==> config.mk <==
export PLATFORM = sky130hd
export DESIGN_NAME = dac_serial_rx
export DESIGN_NICKNAME = d
export VERILOG_FILES = /design/src/rtl/dsr_pkg.sv /design/src/rtl/dsr_sync_edge.sv /design/src/rtl/dsr_deser.sv /design/src/rtl/dsr_norm.sv /design/src/rtl/dsr_pair.sv /design/src/rtl/dac_serial_rx.sv
export SDC_FILE = /design/constraint.sdc
export NUM_CORES = 1
export LEC_CHECK = 0
export CORE_MARGIN = 2
export CORE_UTILIZATION = 59
export DETAILED_ROUTE_END_ITERATION = 10
export GPL_TIMING_DRIVEN = 0
export PLACE_DENSITY = 0.77
export SLEW_MARGIN = 20
export SYNTH_ARGS = -nofsm -noshare
export SYNTH_HDL_FRONTEND = slang
export SYNTH_SLANG_ARGS = --single-unit
==> constraint.sdc <==
create_clock -name clk -period 4 [get_ports clk]
set_input_delay 1 -clock clk [delete_from_list [all_inputs] [get_ports clk]]
set_output_delay 1 -clock clk [all_outputs]
set_load 0.01 [all_outputs]
==> src/rtl/dsr_pkg.sv <==
package dsr_pkg;

   typedef enum logic [1:0] {
      FMT_LJ  = 2'd0,
      FMT_I2S = 2'd1,
      FMT_RJ  = 2'd2,
      FMT_DSP = 2'd3
   } fmt_e;

   // word length in bits for a length code
   function automatic int unsigned wl_bits(input logic [1:0] code);
      case (code)
         2'd0:    return 16;
         2'd1:    return 20;
         2'd2:    return 24;
         default: return 32;
      endcase
   endfunction

endpackage

==> src/rtl/dsr_sync_edge.sv <==
module dsr_sync_edge #(
   parameter int STAGES = 2
) (
   input  logic clk,
   input  logic rst_n,
   input  logic inv,
   input  logic bclk,
   input  logic lrck,
   input  logic sdat,
   output logic cap,
   output logic lrc_s,
   output logic dat_s
);
   localparam int LINES = 3;

   logic [LINES-1:0] raw;
   logic             eff;
   logic             eff_q;

   if (STAGES == 0) begin : g_direct
      assign raw = {bclk, lrck, sdat};
   end else begin : g_sync
      logic [LINES*STAGES-1:0] chain;
      always_ff @(posedge clk or negedge rst_n) begin
         if (!rst_n) chain <= '0;
         else        chain <= {chain[LINES*(STAGES-1)-1:0], bclk, lrck, sdat};
      end
      assign raw = chain[LINES*STAGES-1 -: LINES];
   end

   assign eff = raw[2] ^ inv;

   always_ff @(posedge clk or negedge rst_n) begin
      if (!rst_n) eff_q <= 1'b1;
      else        eff_q <= eff;
   end

   assign cap   = eff & ~eff_q;
   assign lrc_s = raw[1];
   assign dat_s = raw[0];

endmodule

==> src/rtl/dsr_deser.sv <==
module dsr_deser
   import dsr_pkg::*;
#(
   parameter int SLOT_MAX = 32,
   parameter int CNT_W    = 6
) (
   input  logic                clk,
   input  logic                rst_n,
   input  logic                standby,
   input  logic                cap,
   input  logic                lrc,
   input  logic                dat,
   input  logic [1:0]          fmt,
   input  logic [CNT_W-1:0]    wl,
   input  logic                pair_rl,
   output logic                word_stb,
   output logic [SLOT_MAX-1:0] word_raw,
   output logic                word_left
);
   localparam logic [1:0] SLOT_IDLE = 2'd2;

   fmt_e                fmt_q;
   logic [SLOT_MAX-1:0] sreg, sreg_n, sh, acc;
   logic [CNT_W-1:0]    cnt, cnt_n, accn;
   logic                lrc_q, lrc_n, synced, sync_n;
   logic [1:0]          slot, slot_n;
   logic                close, close_left;
   logic [SLOT_MAX-1:0] close_val;
   logic                trans, room;

   assign fmt_q = fmt_e'(fmt);
   assign sh    = {sreg[SLOT_MAX-2:0], dat};
   assign trans = lrc ^ lrc_q;
   assign room  = cnt < wl;
   assign acc   = room ? sh : sreg;
   assign accn  = room ? cnt + 1'b1 : cnt;

   always_comb begin
      sreg_n     = sreg;
      cnt_n      = cnt;
      lrc_n      = lrc_q;
      sync_n     = synced;
      slot_n     = slot;
      close      = 1'b0;
      close_val  = sreg;
      close_left = 1'b0;
      if (cap) begin
         lrc_n = lrc;
         case (fmt_q)
            FMT_LJ: begin
               if (trans) begin
                  close      = synced && (cnt >= wl);
                  close_left = lrc_q;
                  sreg_n     = {{(SLOT_MAX-1){1'b0}}, dat};
                  cnt_n      = CNT_W'(1);
                  sync_n     = 1'b1;
               end else if (room) begin
                  sreg_n = sh;
                  cnt_n  = cnt + 1'b1;
               end
            end
            FMT_I2S: begin
               if (trans) begin
                  close      = synced && (accn >= wl);
                  close_val  = acc;
                  close_left = ~lrc_q;
                  sreg_n     = '0;
                  cnt_n      = '0;
                  sync_n     = 1'b1;
               end else begin
                  sreg_n = acc;
                  cnt_n  = accn;
               end
            end
            FMT_RJ: begin
               if (trans) begin
                  close      = synced && (cnt >= wl);
                  close_left = lrc_q;
                  sreg_n     = {{(SLOT_MAX-1){1'b0}}, dat};
                  cnt_n      = CNT_W'(1);
                  sync_n     = 1'b1;
               end else begin
                  sreg_n = sh;
                  cnt_n  = (&cnt) ? cnt : cnt + 1'b1;
               end
            end
            FMT_DSP: begin
               if (lrc && !lrc_q) begin
                  sreg_n = '0;
                  cnt_n  = '0;
                  slot_n = 2'd0;
                  sync_n = 1'b1;
               end else if (synced && slot < SLOT_IDLE) begin
                  if (cnt + 1'b1 == wl) begin
                     close      = 1'b1;
                     close_val  = sh;
                     close_left = (slot == 2'd0) ^ pair_rl;
                     sreg_n     = '0;
                     cnt_n      = '0;
                     slot_n     = slot + 2'd1;
                  end else begin
                     sreg_n = sh;
                     cnt_n  = cnt + 1'b1;
                  end
               end
            end
            default: ;
         endcase
      end
   end

   always_ff @(posedge clk or negedge rst_n) begin
      if (!rst_n) begin
         sreg      <= '0;
         cnt       <= '0;
         lrc_q     <= 1'b0;
         synced    <= 1'b0;
         slot      <= SLOT_IDLE;
         word_stb  <= 1'b0;
         word_raw  <= '0;
         word_left <= 1'b0;
      end else if (standby) begin
         sreg      <= '0;
         cnt       <= '0;
         lrc_q     <= 1'b0;
         synced    <= 1'b0;
         slot      <= SLOT_IDLE;
         word_stb  <= 1'b0;
         word_raw  <= '0;
         word_left <= 1'b0;
      end else begin
         sreg     <= sreg_n;
         cnt      <= cnt_n;
         lrc_q    <= lrc_n;
         synced   <= sync_n;
         slot     <= slot_n;
         word_stb <= close;
         if (close) begin
            word_raw  <= close_val;
            word_left <= close_left;
         end
      end
   end

endmodule

==> src/rtl/dsr_norm.sv <==
module dsr_norm #(
   parameter int SLOT_MAX = 32,
   parameter int SAMPLE_W = 24,
   parameter int CNT_W    = 6
) (
   input  logic [SLOT_MAX-1:0] raw,
   input  logic [CNT_W-1:0]    wl,
   output logic [SAMPLE_W-1:0] sample
);
   localparam int WIDE_W = SLOT_MAX + SAMPLE_W;

   logic [SLOT_MAX-1:0] masked;
   logic [WIDE_W-1:0]   wide;

   // keep only the word's own bits, then place its MSB at the sample MSB
   assign masked = raw & ~({SLOT_MAX{1'b1}} << wl);
   assign wide   = {masked, {SAMPLE_W{1'b0}}} >> wl;
   assign sample = SAMPLE_W'(wide);

endmodule

==> src/rtl/dsr_pair.sv <==
module dsr_pair #(
   parameter int SAMPLE_W = 24
) (
   input  logic                clk,
   input  logic                rst_n,
   input  logic                standby,
   input  logic                word_stb,
   input  logic [SAMPLE_W-1:0] word_val,
   input  logic                word_left,
   input  logic                pair_rl,
   input  logic                chan_swap,
   output logic                valid,
   output logic [SAMPLE_W-1:0] left,
   output logic [SAMPLE_W-1:0] right
);
   logic                is_first;
   logic                have_first;
   logic [SAMPLE_W-1:0] held;
   logic [SAMPLE_W-1:0] in_l, in_r;

   assign is_first = (word_left != pair_rl);
   assign in_l     = word_left ? word_val : held;
   assign in_r     = word_left ? held : word_val;

   always_ff @(posedge clk or negedge rst_n) begin
      if (!rst_n) begin
         have_first <= 1'b0;
         held       <= '0;
         valid      <= 1'b0;
         left       <= '0;
         right      <= '0;
      end else if (standby) begin
         have_first <= 1'b0;
         held       <= '0;
         valid      <= 1'b0;
      end else begin
         valid <= 1'b0;
         if (word_stb) begin
            if (is_first) begin
               held       <= word_val;
               have_first <= 1'b1;
            end else if (have_first) begin
               have_first <= 1'b0;
               valid      <= 1'b1;
               left       <= chan_swap ? in_r : in_l;
               right      <= chan_swap ? in_l : in_r;
            end
         end
      end
   end

endmodule

==> src/rtl/dac_serial_rx.sv <==
module dac_serial_rx #(
   parameter int SYNC_STAGES = 2,
   parameter int SLOT_MAX    = 32,
   parameter int SAMPLE_W    = 24
) (
   input  logic                clk,
   input  logic                rst_n,
   input  logic                standby,
   input  logic [1:0]          fmt_sel,
   input  logic [1:0]          wlen_sel,
   input  logic                bclk_inv,
   input  logic                chan_swap,
   input  logic                pair_rl,
   input  logic                bclk_in,
   input  logic                lrck_in,
   input  logic                sdata_in,
   output logic                smp_valid,
   output logic [SAMPLE_W-1:0] smp_left,
   output logic [SAMPLE_W-1:0] smp_right
);
   localparam int CNT_W = $clog2(SLOT_MAX) + 1;

   if (SLOT_MAX < 32) begin : g_bad_slot
      $error("SLOT_MAX must hold a 32-bit word");
   end
   if (SAMPLE_W < 8 || SAMPLE_W > SLOT_MAX) begin : g_bad_sample
      $error("SAMPLE_W out of range");
   end
   if (SYNC_STAGES == 1) begin : g_bad_sync
      $error("SYNC_STAGES must be 0 or at least 2");
   end

   logic                cap, lrc_s, dat_s;
   logic [CNT_W-1:0]    wl;
   logic                w_stb, w_left;
   logic [SLOT_MAX-1:0] w_raw;
   logic [SAMPLE_W-1:0] w_val;

   assign wl = CNT_W'(dsr_pkg::wl_bits(wlen_sel));

   dsr_sync_edge #(.STAGES(SYNC_STAGES)) u_edge (
      .clk   (clk),
      .rst_n (rst_n),
      .inv   (bclk_inv),
      .bclk  (bclk_in),
      .lrck  (lrck_in),
      .sdat  (sdata_in),
      .cap   (cap),
      .lrc_s (lrc_s),
      .dat_s (dat_s)
   );

   dsr_deser #(.SLOT_MAX(SLOT_MAX), .CNT_W(CNT_W)) u_deser (
      .clk       (clk),
      .rst_n     (rst_n),
      .standby   (standby),
      .cap       (cap),
      .lrc       (lrc_s),
      .dat       (dat_s),
      .fmt       (fmt_sel),
      .wl        (wl),
      .pair_rl   (pair_rl),
      .word_stb  (w_stb),
      .word_raw  (w_raw),
      .word_left (w_left)
   );

   dsr_norm #(.SLOT_MAX(SLOT_MAX), .SAMPLE_W(SAMPLE_W), .CNT_W(CNT_W)) u_norm (
      .raw    (w_raw),
      .wl     (wl),
      .sample (w_val)
   );

   dsr_pair #(.SAMPLE_W(SAMPLE_W)) u_pair (
      .clk       (clk),
      .rst_n     (rst_n),
      .standby   (standby),
      .word_stb  (w_stb),
      .word_val  (w_val),
      .word_left (w_left),
      .pair_rl   (pair_rl),
      .chan_swap (chan_swap),
      .valid     (smp_valid),
      .left      (smp_left),
      .right     (smp_right)
   );

endmodule

==> results of run 1 <==
-- worst max-delay path by stage --
stage	start	endpoint	slack, ns	cells after the start
after floorplan	wlen_sel[0]	u_deser.word_raw[4]$_DFFE_PN0P_	-0.003	16
after global placement	rst_n	u_deser.sreg[9]$_DFFE_PN0P_	-3.98	1
after detailed placement	wlen_sel[0]	u_deser.word_raw[16]$_DFFE_PN0P_	-1.17	19
after CTS	wlen_sel[0]	u_deser.word_raw[4]$_DFFE_PN0P_	0.06	19
after global routing	wlen_sel[1]	u_deser.word_raw[29]$_DFFE_PN0P_	-0.1	16
final	wlen_sel[0]	u_deser.word_raw[4]$_DFFE_PN0P_	-0.004	19
-- sequential cells by signal (all words and copies together), names as in the netlist, 2 cells and up --
signal,count
u_deser.sreg,32
u_deser.word_raw,32
u_pair.held,24
u_pair.left,24
u_pair.right,24
u_deser.cnt,6
u_edge.g_sync.chain,6
u_deser.slot,2
-- layout make-up --
type | count | area, sq um | share of cell area
Clock inverter | 13 | 191 | 0.0194
Tap cell | 176 | 220 | 0.0223
Inverter | 15 | 56.3 | 0.00570
Clock buffer | 18 | 439 | 0.0444
Sequential cell | 157 | 3930 | 0.398
Timing Repair Buffer | 71 | 702 | 0.0710
Buffer | 66 | 382 | 0.0386
Multi-Input combinational cell | 541 | 3960 | 0.401
-- cell usage after synthesis, types with 6 or more instances --
cell type / instances
inv_1: 14
a21oi_1: 64
mux4_2: 16
dfrtp_1: 155
ha_1: 9
mux2i_1: 51
clkbuf_1: 47
a311oi_1: 28
nor3_1: 6
and2_1: 6
a31oi_1: 20
o21ai_0: 52
buf_2: 11
a22o_1: 47
mux2_2: 8
nand2_1: 104
nor2_1: 49
nand3_1: 8
xor2_1: 6
-- metrics by stage --
| stage | instance area [sq um] | hold slack [ns] | utilization | total power (uW) |
|---|---|---|---|---|
| after detailed placement | 8940 | 0.338 | 0.675 | 1880 |
| after global routing | 9880 | 0.353 | 0.746 | 3710 |
| after global placement | 8910 | 0.333 | 0.673 | 1870 |
| final | 9880 | 0.350 | 0.746 | 3600 |
| after floorplan | 8110 | 0.331 | - | 1790 |
| after CTS | 9730 | 0.355 | 0.734 | 3590 |
-- kinds of logic after synthesis --
| kind of cell | share of synthesized area |
|---|---|
| AOI/OAI and AO/OA | 0.212 |
| and+or+nand+nor | 0.108 |
| DFF | 0.490 |
| buffers and inverters | 0.0458 |
| muxes | 0.120 |
| xor gates and xnor gates | 0.0109 |
| adders and majority gates | 0.0140 |
-- report_power, final --
part,switching [uW],internal (uW),leakage [uW]
Sequential,10.6,1600,0.00217
Combinational,179,95.0,0.00157
Clock,654,1060,0.000304
-- layout by cell type, fill, tap and decap left out, drive strengths merged, types with 5 or more instances in the layout --
cell and instances:
a22o 47, a31oi 20, dfrtp 155, clkinv 6, nand3 8, nor2 49
o21ai 56, a311oi 32, clkbuf 64, nor3 7, mux2i 51, inv 16
mux4 16, and2 6, nand2 105, a22oi 5, xor2 6, buf 35
a21oi 64, clkdlybuf4s50 56, mux2 8, ha 9
-- routing by layer --
metal,GRT usage,vias to the layer above,wire length (microns)
li1,-,3036,-
met1,0.393,3402,8810
met2,0.488,330,10300
met3,0.0500,51,1320
met4,0.113,0,573
met5,0,-,0
-- what timing repair did --
action | 4_1_cts | 5_1_grt
hold buffers | 0 | 0
buffers inserted | 8 | 4
pin swaps | 6 | 13
cloned | 0 | 0
endpoints found under the setup margin | 64 | 34
gates resized for setup | 22 | 33
==> metrics, run 1 <==
Row Count=42; syn avg cell area=around 10 sq um; Root Driver=clkbuf_16; height of the die=121 microns; WL final=21000 microns; EDFF count, synth=0; HPWL Detailed=14500 microns; Hold Vio Cnt, Final=0; CTS tree=built; initial core utilization=0.606; Cells after DPL=between 1000 and 1500; Pleak=0.00404 uW; crit-path most repeated cell=buf_6; setup ws final=-0.00430 ns; Hold EP=u_edge.g_sync.chain[4]$_DFF_PN0_; Max VDD drop=0.000288 V; Min-Delay Startpoint=u_edge.g_sync.chain[1]$_DFF_PN0_; First-pass DRT Iterations=5; largest net degree at the start of global routing=82; DRT iter0 DRCs=839; async set or reset register ratio after synthesis=1.00; Yosys top cell area share=0.483; minimum clock period after layout=roughly 4.0 ns; failing checks=negative setup slack; vias per cell=6.45; Die W=~120 microns; fin crit share=1.00; Clk pin slew, worst setup/hold paths=0.07 ns; CP Class=input pin to flop; Yosys top cell by area=dfrtp_1; clock latency on the worst-skew pair=0.43 ns; CP max-delay cell=a211o_1; Critical Path Source Type=input pin; leading cell types by total area after synthesis=dfrtp_1, mux2i_1, a22o_1, nand2_1, mux4_2; FILL cells=931; Antenna Cells=0; Syn Nets=801; clk buf depth=2; Setup TNS Final=-0.00430 ns; number of global-route vias before repair=6475; WHS Path Cells=0; outcome=finished with violations; DP Worst Slack=-1.17 ns; number of routed nets with antenna violations=0; Setup Viol. Count Final=1; worst reg2reg path depth=17; clock sink count=between 150 and 200; Worst Tran Pin Value=0.873 ns; ys flop type=dfrtp_1; GR Util All Layers=0.295; Crit path max-delay family=compound AO/OA/AOI/OAI gates; die area=14600 sq um; P&R area growth vs syn=23.1%; Core Region=13200 sq um; reg2reg end=u_deser.word_raw[4]$_DFFE_PN0P_; initial antenna violation count=0; Final nets=891; Achievable Freq=250 MHz; WP buf/inv=6; CP required=4.33 ns; CTS buffer count=17; Cell Pwr Density=364 nW/um^2; Setup Skew=0.00954 ns; slowest stage delay, CP=0.38 ns; # IOs=62; Synth Register Bits=157; Yosys cell types=63; first-pass GRT wire length=between 30000 and 40000 microns; DRC violation count after routing=0; class of the tightest hold or removal check=flop to flop; critical path arrival=roughly 4.3 ns; Vias=6819; Congestion Overflow GR=0; sequential cell area fraction in the yosys report=0.490; critical path peak fanout=10; DR WL/cell=19.9 microns; Max Cap Viol=0; worst path cell trace=clkbuf_2 -> buf_6 -> buf_12 -> nor2b_4 -> ha_1 -> nor2b_1 -> o21ai_2 -> buf_6 -> o21ai_4 -> nor2_2 -> xor2_1 -> ha_1 -> a21oi_2 -> nor4bb_4 -> o32ai_2 -> a211o_1 -> buf_6 -> buf_6 -> a311oi_2; Final GP Congestion=0.976; Worst slew margin=0.417; H-tree levels=4; fin cells=around 1100; Gate Count Post-Synth=779; r2r setup slk=0.42 ns; worst r2r src=u_deser.cnt[2]$_DFFE_PN0P_; synth warn=0; Final Max Slew Viols=0; Port Buf Inserts=58; Mapped Area=8030 sq um; layout cells sized above 1=0.158; CP Capture Type=flop
No activity file was read; power rests on OpenSTA's default activity.
==> run 2: changes to the inputs <==
CELL_PAD_IN_SITES_DETAIL_PLACEMENT = 1   (was unset)
CELL_PAD_IN_SITES_GLOBAL_PLACEMENT = 1   (was unset)
CORE_UTILIZATION = 46   (was 59)
CTS_CLUSTER_SIZE = 30   (was unset)
PLACE_DENSITY = 0.76   (was 0.77)
==> run 2 against run 1 <==
  * The run now ends clean
  * Die area up 27%
  * Global-route usage down 2.7 points
  * Final cell count up 4.8%
  * Critical path depth down 2
  * First-iteration DRC count down 57%
  * Sequential share of layout area down 0.11 points
  * Sequential power about the same
  * Flip-flop and latch count unchanged
  * Power down 5.0%
  * Maximum frequency up 3.4%
  * Critical path type unchanged
  * Largest power group is now registers
==> metrics, run 2 (same netlist as run 1, synthesis figures left out) <==
height of the die=136 microns (+13%); CTS tree=built; Pleak=0.00402 uW (-0.47%); commonest cells after routing, fill and taps aside=dfrtp_1, nand2_1, a21oi_1, clkdlybuf4s50_1, o21ai_0; slowest stage delay, CP=0.38 ns (about the same); clock latency on the worst-skew pair=0.43 ns (about the same); first-pass GRT wire length=38200 microns (+14%); placed cell area=9000 sq um (+0.69%); Final nets=893 (+0.22%); DRT iter0 DRCs=361 (-57%); Die W=136 microns (+13%); fin crit share=0.968 (-0.0328); number of routed nets with antenna violations=0 (unchanged); CTS buffer count=17 (unchanged); internal power=2580 uW (-6.3%); vias per cell=6.01 (-6.8%); outcome=finished, final reports clean; cell area after layout=9910 sq um (+0.28%); HPWL Detailed=17000 microns (+17%); Cell Pwr Density=345 nW/um^2 (-5.3%); Row Count=48 (+14%); class of the tightest hold or removal check=flop to flop; CP required=4.28 ns (-0.05 ns); clk buf depth=2 (unchanged); GR Util All Layers=0.268 (-0.0273); Max Cap Viol=0 (unchanged); number of global-route vias before repair=6948 (+7.3%); initial core utilization=0.467 (-0.139); DR WL/cell=21.4 microns (+7.4%); DP Worst Slack=-1.33 ns (-0.162 ns); Congestion Overflow GR=0 (unchanged); minimum clock period after layout=3.87 ns (-0.131 ns); Worst slew margin=0.434 (+0.0177); layout cells sized above 1=0.154 (-0.00375); die area=18500 sq um (+27%); worst path cell trace=buf_6 -> and2_4 -> inv_4 -> ha_4 -> a31oi_4 -> o21ai_4 -> nor2_2 -> xor2_1 -> ha_1 -> a21oi_2 -> nor4bb_4 -> o32ai_2 -> a211o_1 -> buf_6 -> buf_4 -> a21oi_2 -> a311oi_2; CP Capture Type=flop; top flop regs=u_deser.sreg x32, u_deser.word_raw x32; initial antenna violation count=0 (unchanged); Worst Tran Pin Value=0.846 ns (-0.0264 ns); commonest non-fill, non-tap cell in the layout=dfrtp_1; DRC violation count after routing=0 (unchanged); Antenna Cells=0 (unchanged); FILL cells=1900 (+100%); WL final=23700 microns (+13%); P&R area growth vs syn=23.5%; sequential share of power=0.471 (+0.024); # IOs=62 (unchanged); Post-CTS Hold Buffers=0 (unchanged); Port Buf Inserts=58 (unchanged); clock sink count=157 (unchanged); Max VDD drop=0.000317 V (+9.8%); Clk pin slew, worst setup/hold paths=0.06 ns (about the same); setup ws final=0.127 ns (+0.131 ns); sw frac=0.245 (+0.0104); Hold Vio Cnt, Final=0 (unchanged); Gate power share=0.084 (+0.008); Vias=6661 (-2.3%); Root Driver=clkbuf_16; Setup Viol. Count Final=0 (-1); CP Class=input pin to flop; Sw Pwr=837 uW (-0.78%); largest net degree at the start of global routing=85 (+3.7%); critical path peak fanout=10 (unchanged); H-tree levels=4 (unchanged); First-pass DRT Iterations=5 (unchanged); Critical Path Source Type=input pin; critical path arrival=4.15 ns (-0.19 ns); CP max-delay cell=a211o_1; Core Region=17200 sq um (+30%); Core Util, Final=0.577 (-0.169); Setup Skew=0.0117 ns (+0.00214 ns); Final GP Congestion=0.921 (-5.6%); part of the power in the clock network=0.445 (-0.032); Final Max Slew Viols=0 (unchanged); Achievable Freq=258 MHz (+3.4%)
-- run 2: final cells by class --
class | count | area (sq um) | share of cell area
multi-input combinational | 541 | 3980 | 0.402
sequential | 157 | 3930 | 0.397
timing repair buffer | 73 | 731 | 0.0737
clock buffer | 21 | 460 | 0.0465
buffer | 66 | 374 | 0.0377
tap | 225 | 282 | 0.0284
clock inverter | 10 | 91.3 | 0.00922
inverter | 15 | 58.8 | 0.00593
-- run 2: worst max-delay path, delay by kind of cell --
family | cells | cell delay [ns]
xor gates and xnor gates | 1 | 0.18
adders and majority gates | 2 | 0.55
buffers and inverters | 4 | 0.56
AOI/OAI and AO/OA | 7 | 1.30
and+or+nand+nor | 3 | 0.57
-- run 2: power groups by stage --
| stage | Clock (uW) | Sequential [uW] | Combinational, uW |
|---|---|---|---|
| CTS | 1540 | 1610 | 272 |
| global placement | 0 | 1640 | 239 |
| floorplan | 0 | 1630 | 156 |
| global route | 1620 | 1610 | 313 |
| finish | 1520 | 1610 | 286 |
| detailed placement | 0 | 1640 | 253 |
-- run 2: repair_timing --
item                       4_1_cts  5_1_grt
cloned                           0        1
pin swaps                        9       10
resized for setup               28       22
setup endpoints to repair       64       34
buffers inserted                11        2
-- run 2: routing by layer --
layer / up-vias / routed length [microns] / track usage
li1: 3063 / - / -
met1: 3402 / 10300 / 0.349
met2: 161 / 12100 / 0.460
met3: 35 / 831 / 0.0410
met4: 0 / 451 / 0.0868
met5: - / 0 / 0
-- run 2: path summary, 6_finish.rpt --
kind	start	endpoint	slack [ns]	depth (start not counted)
setup / recovery	wlen_sel[1]	u_deser.word_raw[2]$_DFFE_PN0P_	0.13	17
hold / removal	u_edge.g_sync.chain[2]$_DFF_PN0_	u_edge.g_sync.chain[5]$_DFF_PN0_	0.35	0
setup reg to reg	u_deser.cnt[4]$_DFFE_PN0P_	u_deser.word_raw[2]$_DFFE_PN0P_	0.52	14
hold reg to reg	u_edge.g_sync.chain[2]$_DFF_PN0_	u_edge.g_sync.chain[5]$_DFF_PN0_	0.35	0
max in group asynchronous	rst_n	u_deser.sreg[16]$_DFFE_PN0P_	2.68	2
min in group asynchronous	rst_n	u_pair.right[2]$_DFFE_PN0P_	0.52	1
-- run 2: stage by stage --
| step | hold WS, ns | TNS, ns | total power (uW) | instances |
|---|---|---|---|---|
| after floorplan | 0.331 | -0.0382 | 1790 | 779 |
| after global placement | 0.337 | -706.42 | 1880 | 1062 |
| after detailed placement | 0.337 | -61.03 | 1890 | 1063 |
| after CTS | 0.358 | 0 | 3430 | 1105 |
| after global routing | 0.367 | -0.0957 | 3540 | 1108 |
| final | 0.352 | 0 | 3420 | 1108 |
